**config.mk**
```make
export PLATFORM = sky130hd
export DESIGN_NAME = dmaSeqTop
export DESIGN_NICKNAME = d
export VERILOG_FILES = /design/src/rtl/dmaSeqPkg.sv /design/src/rtl/dmaSeqDatapath.sv /design/src/rtl/dmaSeqControl.sv /design/src/rtl/dmaSeqTop.sv
export SDC_FILE = /design/constraint.sdc
export NUM_CORES = 1
export LEC_CHECK = 0
export BUFFER_PORTS_ARGS = -buffer_cell sky130_fd_sc_hd__buf_2
export CORE_MARGIN = 2
export CORE_UTILIZATION = 59
export CTS_CLUSTER_DIAMETER = 150
export DETAILED_ROUTE_END_ITERATION = 8
export GPL_TIMING_DRIVEN = 0
export PLACE_DENSITY = 0.81
export SLEW_MARGIN = 10
export SYNTH_ARGS = -nofsm -noshare
export SYNTH_HDL_FRONTEND = slang
export SYNTH_HIERARCHICAL = 1
export SYNTH_SLANG_ARGS = --single-unit
export TNS_END_PERCENT = 1
```
**constraint.sdc**
```tcl
create_clock -name clk -period 4.2 [get_ports clk]
set_clock_uncertainty 0.05 [all_clocks]
set_input_delay 0.84 -clock clk [delete_from_list [all_inputs] [get_ports clk]]
set_output_delay 0.84 -clock clk [all_outputs]
set_load 0.02 [all_outputs]
```
**src/rtl/dmaSeqPkg.sv**
```systemverilog
package dmaSeqPkg;

  typedef enum logic [1:0] {
    ST_IDLE  = 2'd0,
    ST_WAIT  = 2'd1,
    ST_FETCH = 2'd2,
    ST_SEND  = 2'd3
  } seqState_t;

  // Strobes from control to datapath
  typedef struct packed {
    logic load;      // begin a run: load counts, empty buffer
    logic fetchAck;  // memory read finished
    logic sendAck;   // peripheral write finished
    logic flush;     // stop: discard buffer and counts
  } seqStrobe_t;

endpackage

```
**src/rtl/dmaSeqDatapath.sv**
```systemverilog
module dmaSeqDatapath
  import dmaSeqPkg::*;
#(
  parameter int CNT_W   = 16,
  parameter int MAX_SRC = 32,
  parameter int DST     = 4,
  parameter int XFER_W  = $clog2(MAX_SRC + 1),
  parameter int OCC_W   = $clog2(MAX_SRC + DST)
) (
  input  logic              clk,
  input  logic              rstN,
  input  seqStrobe_t        strobe,
  input  logic [CNT_W-1:0]  totalBytes,
  output logic [XFER_W-1:0] fetchBytes,
  output logic [XFER_W-1:0] sendBytes,
  output logic              needRefill,
  output logic              finalSend
);

  localparam logic [CNT_W-1:0] MAX_SRC_C = CNT_W'(MAX_SRC);
  localparam logic [OCC_W-1:0] DST_OCC   = OCC_W'(DST);

  logic [CNT_W-1:0] fetchLeft;
  logic [CNT_W-1:0] writeLeft;
  logic [OCC_W-1:0] occupancy;

  // Refill size is clipped to the bytes not yet fetched
  always_comb begin
    if (fetchLeft >= MAX_SRC_C) fetchBytes = XFER_W'(MAX_SRC);
    else                        fetchBytes = XFER_W'(fetchLeft);
  end

  // A slice is DST bytes, or the remainder at the tail of a run
  always_comb begin
    if (occupancy >= DST_OCC) sendBytes = XFER_W'(DST);
    else                      sendBytes = XFER_W'(occupancy);
  end

  assign needRefill = (occupancy < DST_OCC) && (fetchLeft != '0);
  assign finalSend  = (writeLeft == CNT_W'(sendBytes));

  always_ff @(posedge clk) begin
    if (!rstN) begin
      fetchLeft <= '0;
      writeLeft <= '0;
      occupancy <= '0;
    end else if (strobe.flush) begin
      fetchLeft <= '0;
      writeLeft <= '0;
      occupancy <= '0;
    end else if (strobe.load) begin
      fetchLeft <= totalBytes;
      writeLeft <= totalBytes;
      occupancy <= '0;
    end else if (strobe.fetchAck) begin
      fetchLeft <= fetchLeft - CNT_W'(fetchBytes);
      occupancy <= occupancy + OCC_W'(fetchBytes);
    end else if (strobe.sendAck) begin
      writeLeft <= writeLeft - CNT_W'(sendBytes);
      occupancy <= occupancy - OCC_W'(sendBytes);
    end
  end

endmodule

```
**src/rtl/dmaSeqControl.sv**
```systemverilog
module dmaSeqControl
  import dmaSeqPkg::*;
(
  input  logic       clk,
  input  logic       rstN,
  input  logic       startPulse,
  input  logic       totalNonZero,
  input  logic       dreq,
  input  logic       doneIn,
  input  logic       busAck,
  input  logic       needRefill,
  input  logic       finalSend,
  output seqStrobe_t strobe,
  output logic       busReq,
  output logic       busMemRead,
  output logic       busyOut
);

  seqState_t state, stateNext;
  logic      pend, pendNext;
  logic      stopPending, stopNext;
  logic      acceptReq, consume, stopNow, pendAny;

  assign busyOut   = (state != ST_IDLE);
  assign acceptReq = busyOut && dreq && !stopPending;
  assign stopNow   = stopPending || doneIn;
  assign pendAny   = pend || acceptReq;

  always_comb begin
    stateNext = state;
    strobe    = '0;
    consume   = 1'b0;
    unique case (state)
      ST_IDLE: begin
        if (startPulse && totalNonZero) begin
          strobe.load = 1'b1;
          stateNext   = ST_WAIT;
        end
      end
      ST_WAIT: begin
        if (pend) begin
          consume   = 1'b1;
          stateNext = needRefill ? ST_FETCH : ST_SEND;
        end else if (stopNow && !acceptReq) begin
          strobe.flush = 1'b1;
          stateNext    = ST_IDLE;
        end
      end
      ST_FETCH: begin
        // refill is always followed by its write: no stop check here
        if (busAck) begin
          strobe.fetchAck = 1'b1;
          stateNext       = ST_SEND;
        end
      end
      ST_SEND: begin
        if (busAck) begin
          strobe.sendAck = 1'b1;
          if (finalSend || (stopNow && !pendAny)) begin
            strobe.flush = 1'b1;
            stateNext    = ST_IDLE;
          end else begin
            stateNext = ST_WAIT;
          end
        end
      end
      default: stateNext = ST_IDLE;
    endcase
  end

  always_comb begin
    if (strobe.flush || !busyOut) pendNext = 1'b0;
    else                          pendNext = (pend && !consume) || acceptReq;
  end

  always_comb begin
    if (strobe.flush || !busyOut) stopNext = 1'b0;
    else                          stopNext = stopPending || doneIn;
  end

  assign busReq     = (state == ST_FETCH) || (state == ST_SEND);
  assign busMemRead = (state == ST_FETCH);

  always_ff @(posedge clk) begin
    if (!rstN) begin
      state       <= ST_IDLE;
      pend        <= 1'b0;
      stopPending <= 1'b0;
    end else begin
      state       <= stateNext;
      pend        <= pendNext;
      stopPending <= stopNext;
    end
  end

endmodule

```
**src/rtl/dmaSeqTop.sv**
```systemverilog
module dmaSeqTop
  import dmaSeqPkg::*;
#(
  parameter int CNT_W   = 16,
  parameter int MAX_SRC = 32,
  parameter int DST     = 4,
  localparam int XFER_W = $clog2(MAX_SRC + 1),
  localparam int OCC_W  = $clog2(MAX_SRC + DST)
) (
  input  logic              clk,
  input  logic              rstN,
  input  logic              startPulse,
  input  logic [CNT_W-1:0]  totalBytes,
  input  logic              dstDoneEn,
  input  logic              dreq,
  input  logic              doneIn,
  input  logic              busAck,
  output logic              busReq,
  output logic              busMemRead,
  output logic [XFER_W-1:0] busBytes,
  output logic              dack,
  output logic              dbb,
  output logic              doneOut,
  output logic              busyOut
);

  seqStrobe_t        strobe;
  logic [XFER_W-1:0] fetchBytes;
  logic [XFER_W-1:0] sendBytes;
  logic              needRefill;
  logic              finalSend;

  dmaSeqControl u_ctrl (
    .clk          (clk),
    .rstN         (rstN),
    .startPulse   (startPulse),
    .totalNonZero (totalBytes != '0),
    .dreq         (dreq),
    .doneIn       (doneIn),
    .busAck       (busAck),
    .needRefill   (needRefill),
    .finalSend    (finalSend),
    .strobe       (strobe),
    .busReq       (busReq),
    .busMemRead   (busMemRead),
    .busyOut      (busyOut)
  );

  dmaSeqDatapath #(
    .CNT_W   (CNT_W),
    .MAX_SRC (MAX_SRC),
    .DST     (DST),
    .XFER_W  (XFER_W),
    .OCC_W   (OCC_W)
  ) u_dp (
    .clk        (clk),
    .rstN       (rstN),
    .strobe     (strobe),
    .totalBytes (totalBytes),
    .fetchBytes (fetchBytes),
    .sendBytes  (sendBytes),
    .needRefill (needRefill),
    .finalSend  (finalSend)
  );

  assign busBytes = busMemRead ? fetchBytes : sendBytes;
  assign dbb      = busReq;
  assign dack     = busReq && !busMemRead;
  assign doneOut  = dack && finalSend && dstDoneEn;

endmodule

```
==> run summary, run 1 <==
Outcome - complete, no violations
Yosys top cell by area - dfxtp_1
Peak VDD IR - 243 uV
P&R area growth vs syn - 13.2%
Site Rows - 25
Syn Area/Cell - 8.00 sq um
EDFF count, synth - 0
Die Width - 74.9 microns
Fillers - 405
Synth top cells by count - dfxtp_1 (42), a21oi_1 (37), nand2_1 (27)
Post-synth top area share - 28.4%
# hold bufs at CTS - 0
Routed WL - 7410 microns
Routability congestion estimate - 0.902
Antenna cells - 0
Post-DP HPWL - 5720 microns
Vias per inst - 6.11
Worst skew pair latency - 0.30 ns
Initial core utilization - 61.9%
Chip height - 74.9 microns
I/O Buffers - 34
Global-route wire length before repair - 12000 microns
Setup bufs post-CTS - 0
Clock buffer depth - 2
Place WS - 0.271 ns
Total power - 0.982 mW
First-pass DRT Iterations - 5
Post-Syn Area - 0.00296 sq mm
Drt wl/cell - 15.3 microns
Fin crit share - 90.4%
Post-route cell area - 0.00335 sq mm
Dpl cells - 476
Reg area - 841 sq um
Post-cts repair resize count - 0
Ys flop type - dfxtp_1
Total negative slack - 0 ns
PwrDens - 293 mW/mm^2
Core area - 0.00479 sq mm
Detailed-route via count - 2958
Fmax - 0.263 GHz
Root Buffer - clkbuf_8
Total GRT Usage - 27.9%
Cts bufs inserted - 5
Count leader, synth - dfxtp_1
Fin crit period - 3.80 ns
CTS sink count - 42
# Max-Cap Violations - 0
Min-Delay Path Class - reg2reg
Placed Area - 0.00323 sq mm
Critical path type - reg2out
Critical Path RT - 3.31 ns
Crit Path Max Fanout - 5
Number of primary I/O pins - 35
RSZ-0062 raised after global routing - no
CTS tree - built
Final setup margin - 0.402 ns
Worst-path clk slew - 0.08 ns
DIE AREA - 0.00560 sq mm
Initial antenna violation count - 0
Slew headroom - 37.8%
Setup Viol. Count Final - 0
Ys Warns - 6
Final Hold Fails - 0
#FFs+latches synth - 42
Multi-input logic area - 0.00197 sq mm
Sequential area share after synthesis - 28.4%
Share of flip-flops with an asynchronous set or reset - 0%
Leak - 1.35 nW
Share of layout cells above drive strength 1 - 16.5%
Worst slew pin tran - 0.924 ns
Initial drt markers - 224
Largest net degree at the start of global routing - 13
Final slew viol count - 0
DRC - 0
Worst Setup End Kind - primary output
Grt total ovfl - 0
Vias in the first global route - 2649
Critical path arrival - 2.91 ns
Antenna-violating nets left - 0
Post-layout nets - 454
H-tree lvl count - 2
Synth top area cells - dfxtp_1 (28%), a21oi_1 (6.3%), ha_1 (5.5%), o21ai_0 (3.7%), nand2_1 (3.4%)
Synth cell types - 62
Non-filler cells, final - 484
Type of origin of the critical path - register
Synth Instances - 370
## metrics by stage
stage	hold WS [ns]	util, %
3_3_place_gp	0.410	67.6
5_1_grt	0.459	70.1
2_1_floorplan	0.394	-
4_1_cts	0.433	69.8
6_report	0.439	70.1
3_5_place_dp	0.423	67.6
## layout make-up
cell class	instances	share of cell area (%)
tap	67	2.50
clock buffer	7	2.28
clock inverter	1	0.896
sequential	42	25.1
buffer	21	3.25
multi-input combinational	293	58.8
timing repair buffer	34	5.07
inverter	19	2.16
## per-layer routing
layer  up-vias  track usage, %  part of all wire [%]
li1       1451               -                     -
met1      1373            35.7                    45
met2       120            47.4                    48
met3        14            4.69                   5.8
met4         0            9.92                   2.0
met5         -               0                     0
## path summary, 6_finish.rpt
check	from	end	slack (ns)	cells after the start
min reg2reg	u_dp/occupancy[4]	u_dp/occupancy[4]	0.44	2
max reg2reg	u_dp/fetchLeft[6]	u_dp/occupancy[5]	0.41	11
max	u_dp/occupancy[2]	doneOut	0.40	8
min	u_dp/occupancy[4]	u_dp/occupancy[4]	0.44	2
## critical path, cell delays in order, from the launching register on
cell	delay [ns]
dfxtp_1	0.34
or4_1	0.60
inv_1	0.20
nand2_1	0.19
ha_1	0.38
nand4b_1	0.12
nor4_2	0.40
and3_1	0.22
buf_2	0.16
## kinds of logic (layout without fill, tap and decap cells)
group | after synthesis | count (layout) | synth area share [%]
xor+xnor | 14 | 14 | 4.14
other cells | 2 | 7 | 0.254
buf+inv | 40 | 82 | 6.13
mux | 11 | 11 | 4.82
flops | 42 | 42 | 28.4
fa+ha+maj | 15 | 15 | 6.84
simple gates | 124 | 124 | 22.7
compound gates | 122 | 122 | 26.7
## where the power goes
group	total [mW]	switching, mW	leakage, nW	internal, mW
combinational	0.215	0.130	0.952	0.0849
clock	0.316	0.138	0.0524	0.178
sequential	0.452	0.0266	0.345	0.425
## cell usage in the layout (no fill, tap or decap), types with 8 or more instances in the layout
master / count
nand3_1: 10
inv_1: 17
dfxtp_1: 42
nor2_1: 24
nor3_1: 11
nand2_1: 27
o21a_1: 10
xor2_1: 9
clkbuf_1: 14
ha_1: 13
buf_2: 34
nor4_1: 8
o21ai_0: 22
a21oi_1: 37
## flip-flops by register name, summed over array words and instances (netlist names), named ones only
| signal | count |
|---|---|
| u_ctrl/pend | 1 |
| u_dp/occupancy | 6 |
| u_dp/fetchLeft | 16 |
| u_dp/writeLeft | 16 |
| u_ctrl/stopPending | 1 |
| u_ctrl/state | 1 |
(Power assumes the default switching activity.)
==> inputs of run 2 (changes only) <==
clock period = 4.3 ns   (was 4.2 ns; I/O delays follow)
==> run 2 against run 1 <==
  * Die area unchanged
  * Non-clock buffer count unchanged
  * Flip-flop and latch count unchanged
  * Combinational power down 3%
  * Largest power group unchanged
==> run summary, run 2 (synthesis results as in run 1) <==
Outcome - complete, no violations
Worst skew pair latency - 0.29 ns (about the same)
Final Hold Fails - 0 (unchanged)
Grt total ovfl - 0 (unchanged)
Post-DP HPWL - 5720 microns (unchanged)
P&R area growth vs syn - 12.8%
Initial antenna violation count - 0 (unchanged)
Antenna-violating nets left - 0 (unchanged)
H-tree lvl count - 2 (unchanged)
Drt wl/cell - 15.3 microns (+0.20%)
# hold bufs at CTS - 0 (unchanged)
Worst path slowest cell - or4_1
Core area - 0.00479 sq mm (unchanged)
Number of primary I/O pins - 35 (unchanged)
Die Width - 74.9 microns (unchanged)
First-pass DRT Iterations - 5 (unchanged)
Commonest cells after routing, fill and taps aside - dfxtp_1 (42), a21oi_1 (37), buf_2 (34)
Vias per inst - 6.13 (+0.27%)
Leak - 1.35 nW (-0.11%)
Setup Viol. Count Final - 0 (unchanged)
Fin crit share - 93.8%
Initial drt markers - 215 (-4.0%)
Post-cts repair resize count - 0 (unchanged)
Post-layout nets - 454 (unchanged)
Site Rows - 25 (unchanged)
Critical Path RT - 3.39 ns (+0.08 ns)
Global-route wire length before repair - 12000 microns (unchanged)
Crit Path Max Fanout - 5 (unchanged)
Vias in the first global route - 2649 (unchanged)
Critical path arrival - 3.12 ns (+0.21 ns)
Multi-input logic area - 0.00196 sq mm (-0.63%)
Reg area - 841 sq um (unchanged)
Worst Setup End Kind - primary output
# Max-Cap Violations - 0 (unchanged)
PwrDens - 287 mW/mm^2 (-2.2%)
DRC - 0 (unchanged)
Final slew viol count - 0 (unchanged)
Worst slew pin tran - 1.10 ns (+0.176 ns)
CTS tree - built
Root Buffer - clkbuf_8
Total negative slack - 0 ns (unchanged)
Peak VDD IR - 235 uV (-3.1%)
Min-Delay Path Class - reg2reg
I/O Buffers - 34 (unchanged)
Cells along the critical path - or4_1 -> inv_1 -> nand2_1 -> ha_1 -> nand4b_1 -> nor4_1 -> and3_1 -> buf_2
Non-filler cells, final - 484 (unchanged)
Most common cell after layout, fill and taps aside - dfxtp_1
Largest net degree at the start of global routing - 13 (unchanged)
Slew headroom - 26.0% (-12 points)
Worst-path clk slew - 0.08 ns (about the same)
Critical path type - reg2out
WP buf/inv - 2 (unchanged)
Fin crit period - 4.03 ns
Routability congestion estimate - 0.902 (unchanged)
Crit-path max cell delay - 0.60 ns (about the same)
CTS sink count - 42 (unchanged)
Routed WL - 7420 microns (+0.20%)
DIE AREA - 0.00560 sq mm (unchanged)
Setup bufs post-CTS - 0 (unchanged)
Fmax - 0.248 GHz
Cts bufs inserted - 5 (unchanged)
Chip height - 74.9 microns (unchanged)
Antenna cells - 0 (unchanged)
Initial core utilization - 61.9% (unchanged)
Top Registers - u_dp/fetchLeft (16), u_dp/writeLeft (16), u_dp/occupancy (6)
Detailed-route via count - 2966 (+0.27%)
Type of origin of the critical path - register
Total GRT Usage - 27.9% (unchanged)
RSZ-0062 raised after global routing - no
Share of layout cells above drive strength 1 - 16.1% (-0.48 points)
Fillers - 406 (+0.25%)
Clock buffer depth - 2 (unchanged)
CP delay by family, top - simple AND/OR/NAND/NOR gates
Dpl cells - 476 (unchanged)
## run 2: cell counts in the layout (fill, tap and decap cells not counted)
No cell type changed its count.
## run 2: path summary, 6_finish.rpt
check | from | endpoint | slack (ns) | cells after the start
setup / recovery | u_dp/occupancy[2] | doneOut | 0.27 | 8
hold / removal | u_dp/occupancy[3] | u_dp/occupancy[3] | 0.43 | 2
setup reg to reg | u_dp/fetchLeft[11] | u_dp/occupancy[4] | 0.36 | 14
hold reg to reg | u_dp/occupancy[3] | u_dp/occupancy[3] | 0.43 | 2
## run 2: tightest hold or removal path, cell delays in order, from the launching register on
cell,delay (ns)
dfxtp_1,0.33
nand2_1,0.06
a21oi_1,0.05
## run 2: metal layers
| layer | routed length, microns | vias to the layer above | global-route usage, % |
|---|---|---|---|
| met5 | 0 | - | 0 |
| met4 | 154 | 0 | 9.92 |
| met3 | 489 | 14 | 4.69 |
| met2 | 3540 | 118 | 47.4 |
| met1 | 3240 | 1386 | 35.7 |
| li1 | - | 1448 | - |
## run 2: cell type report
cell class / count / area share [%]
multi-input combinational: 293 / 58.6
sequential: 42 / 25.2
buffer: 21 / 3.26
tap: 67 / 2.51
timing repair buffer: 34 / 5.09
clock buffer: 7 / 2.28
clock inverter: 1 / 0.899
inverter: 19 / 2.17
## run 2: through the flow
stage                     area, sq um  setup WS, ns  total power [mW]  utilization (%)  hold slack [ns]
after global routing             3340        0.0366              1.01             69.8            0.459
final                            3340         0.266             0.958             69.8            0.434
after floorplan                  2980         0.937             0.591                -            0.394
after detailed placement         3230         0.351             0.650             67.6            0.423
after global placement           3230         0.410             0.644             67.6            0.410
after CTS                        3340         0.286             0.957             69.8            0.433
## run 2: where the power goes
part	internal [mW]	leakage, nW	switching (mW)	total, mW
Clock	0.174	0.0524	0.135	0.309
Combinational	0.0820	0.950	0.126	0.208
Sequential	0.415	0.345	0.0254	0.440
Total	0.671	1.35	0.287	0.958
==> inputs of run 3 (changes only) <==
CELL_PAD_IN_SITES_DETAIL_PLACEMENT = 1   (was default)
CELL_PAD_IN_SITES_GLOBAL_PLACEMENT = 2   (was default)
CORE_UTILIZATION = 35   (was 59)
==> run 3 against run 2 <==
  * First-iteration DRC count shrank 60%
  * Core utilization fell by 28 points
  * Clock power grew 7.1%
  * Critical path type unchanged
  * Global-route usage fell by 7.9 points
  * Sequential share of layout area down 0.54 points
  * Cell count is 7.6% higher
  * Total power grew 3.2%
  * Critical path depth did not move
  * Routed wire length up 18%
  * Hold slack worse by 0.0040 ns
  * Non-clock buffer count did not move
==> run summary, run 3 (synthesis results as in run 1) <==
Outcome - complete, no violations
Fillers - 1043 (+160%)
Total GRT Usage - 20.0% (-7.9 points)
Worst Setup End Kind - primary output
I/O Buffers - 34 (unchanged)
RSZ-0062 raised after global routing - no
Type of origin of the critical path - register
Fin crit period - 3.96 ns (-0.0724 ns)
Worst skew pair latency - 0.30 ns (about the same)
Commonest cells after routing, fill and taps aside - dfxtp_1 (42), a21oi_1 (37), buf_2 (34)
Share of layout cells above drive strength 1 - 17.1% (+1.0 points)
Post-route cell area - 0.00341 sq mm (+2.2%)
CP delay by family, top - simple AND/OR/NAND/NOR gates
CTS tree - built
Crit Path Max Fanout - 5 (unchanged)
Chip height - 96.0 microns (+28%)
Routed WL - 8790 microns (+18%)
CTS sink count - 42 (unchanged)
Antenna cells - 0 (unchanged)
Routability congestion estimate - 0.811 (-10%)
WP buf/inv - 2 (unchanged)
Vias per inst - 5.59 (-8.8%)
Global-route wire length before repair - 14200 microns (+18%)
DIE AREA - 0.00921 sq mm (+64%)
Root Buffer - clkbuf_8
Worst hold endpoint - u_dp/occupancy[3]
H-tree lvl count - 2 (unchanged)
Drt wl/cell - 16.9 microns (+9.9%)
Fin crit share - 92.1% (-1.7 points)
Peak VDD IR - 128 uV (-46%)
# Max-Cap Violations - 0 (unchanged)
Leak - 1.35 nW (+0.56%)
Antenna-violating nets left - 0 (unchanged)
DRC - 0 (unchanged)
Core area - 0.00822 sq mm (+72%)
Critical path type - reg2out
Largest net degree at the start of global routing - 13 (unchanged)
Total negative slack - 0 ns (unchanged)
Grt total ovfl - 0 (unchanged)
First-pass DRT Iterations - 4 (-1)
Hold Path Depth - 2 (unchanged)
Register-to-Register Path Depth - 12 (-2)
Reg2reg setup slack - 0.54 ns (+0.18 ns)
Clock buffer depth - 2 (unchanged)
R2R Path Start - u_dp/occupancy[2]
P&R area growth vs syn - 15.3%
FF-to-FF End - u_dp/occupancy[5]
Initial core utilization - 36.0% (-26 points)
Number of primary I/O pins - 35 (unchanged)
Critical Path RT - 3.39 ns (about the same)
Hold Crit Start - u_dp/occupancy[3]
Initial drt markers - 86 (-60%)
Critical path arrival - 3.05 ns (-0.07 ns)
Worst-path clk slew - 0.09 ns (about the same)
Vias in the first global route - 2856 (+7.8%)
Site Rows - 33 (+32%)
Setup Viol. Count Final - 0 (unchanged)
PwrDens - 290 mW/mm^2 (+1.0%)
Post-layout nets - 454 (unchanged)
Initial antenna violation count - 0 (unchanged)
Detailed-route via count - 2911 (-1.9%)
Min-Delay Path Class - reg2reg
Final slew viol count - 0 (unchanged)
Worst path slowest cell - or4_1
Fmax - 0.252 GHz (+1.8%)
Die Width - 96.0 microns (+28%)
Crit-path max cell delay - 0.61 ns (about the same)
Most common cell after layout, fill and taps aside - dfxtp_1
Worst slew pin tran - 0.761 ns (-0.339 ns)
Final Hold Fails - 0 (unchanged)
Placed Area - 0.00328 sq mm (+1.5%)
Cts bufs inserted - 5 (unchanged)
Post-DP HPWL - 6960 microns (+22%)
Setup bufs post-CTS - 0 (unchanged)
Slew headroom - 48.9% (+23 points)
Cells along the critical path - or4_1 -> inv_1 -> nand2_1 -> ha_1 -> nand4b_1 -> nor4_2 -> and3_1 -> buf_2
Top Registers - u_dp/fetchLeft (16), u_dp/writeLeft (16), u_dp/occupancy (6)
-- run 3: changes by cell type in the layout (fill, tap and decap cells not counted), sizes merged --
cell,change
clkbuf,-1
-- run 3: worst register-to-register path, delay by kind of cell, from the launching register on --
kind,cells,cell delay (ns)
AND/OR/NAND/NOR,5,1.56
AO/OA/AOI/OAI,4,0.93
adder cells (fa/ha/maj),2,0.62
flip-flops,1,0.34
buffers and inverters,1,0.21
-- run 3: layout make-up --
type                            instances  area, sq um  share of cell area, %
Sequential cell                        42          841                   24.6
Clock inverter                          1         30.0                  0.880
Multi-Input combinational cell        293         1980                   57.9
Timing Repair Buffer                   34          170                   4.99
Inverter                               19         72.6                   2.13
Clock buffer                            6         82.6                   2.42
Buffer                                 21          109                   3.19
Tap cell                              105          131                   3.85
-- run 3: worst max path at each step --
stage	from	endpoint	slack, ns	cells after the start
floorplan	u_dp/fetchLeft[11]	u_dp/occupancy[4]	0.94	14
global placement	busAck	u_dp/occupancy[5]	0.26	13
detailed placement	u_dp/fetchLeft[11]	u_dp/occupancy[4]	0.21	14
CTS	u_dp/occupancy[2]	doneOut	0.1	8
global route	u_dp/occupancy[2]	doneOut	0.15	8
finish	u_dp/occupancy[2]	doneOut	0.34	8
-- run 3: metrics by stage --
| stage | hold slack [ns] | total power [mW] | utilization (%) | setup WS [ns] | std cells |
|---|---|---|---|---|---|
| 3_5_place_dp | 0.425 | 0.660 | 39.9 | 0.213 | 514 |
| 3_3_place_gp | 0.412 | 0.655 | 39.9 | 0.257 | 514 |
| 6_report | 0.430 | 0.988 | 41.5 | 0.338 | 521 |
| 5_1_grt | 0.462 | 1.05 | 41.5 | 0.153 | 521 |
| 4_1_cts | 0.438 | 0.996 | 41.3 | 0.0992 | 521 |
| 2_1_floorplan | 0.394 | 0.591 | - | 0.937 | 375 |
-- run 3: report_power, final --
group          internal [mW]  switching [mW]  total [mW]
combinational         0.0837           0.131       0.215
clock                  0.186           0.145       0.331
sequential             0.415          0.0271       0.442
-- run 3: repair_timing --
action,CTS,global route
resized for setup,0,3
hold buffers,0,0
setup endpoints to repair,0,3
-- run 3: per-layer routing --
layer / part of all wire [%] / vias up / GRT usage, %
li1: - / 1445 / -
met5: 0 / - / 0
met3: 2.4 / 6 / 2.51
met1: 49 / 1423 / 26.2
met4: 0.82 / 0 / 4.29
met2: 48 / 37 / 35.0
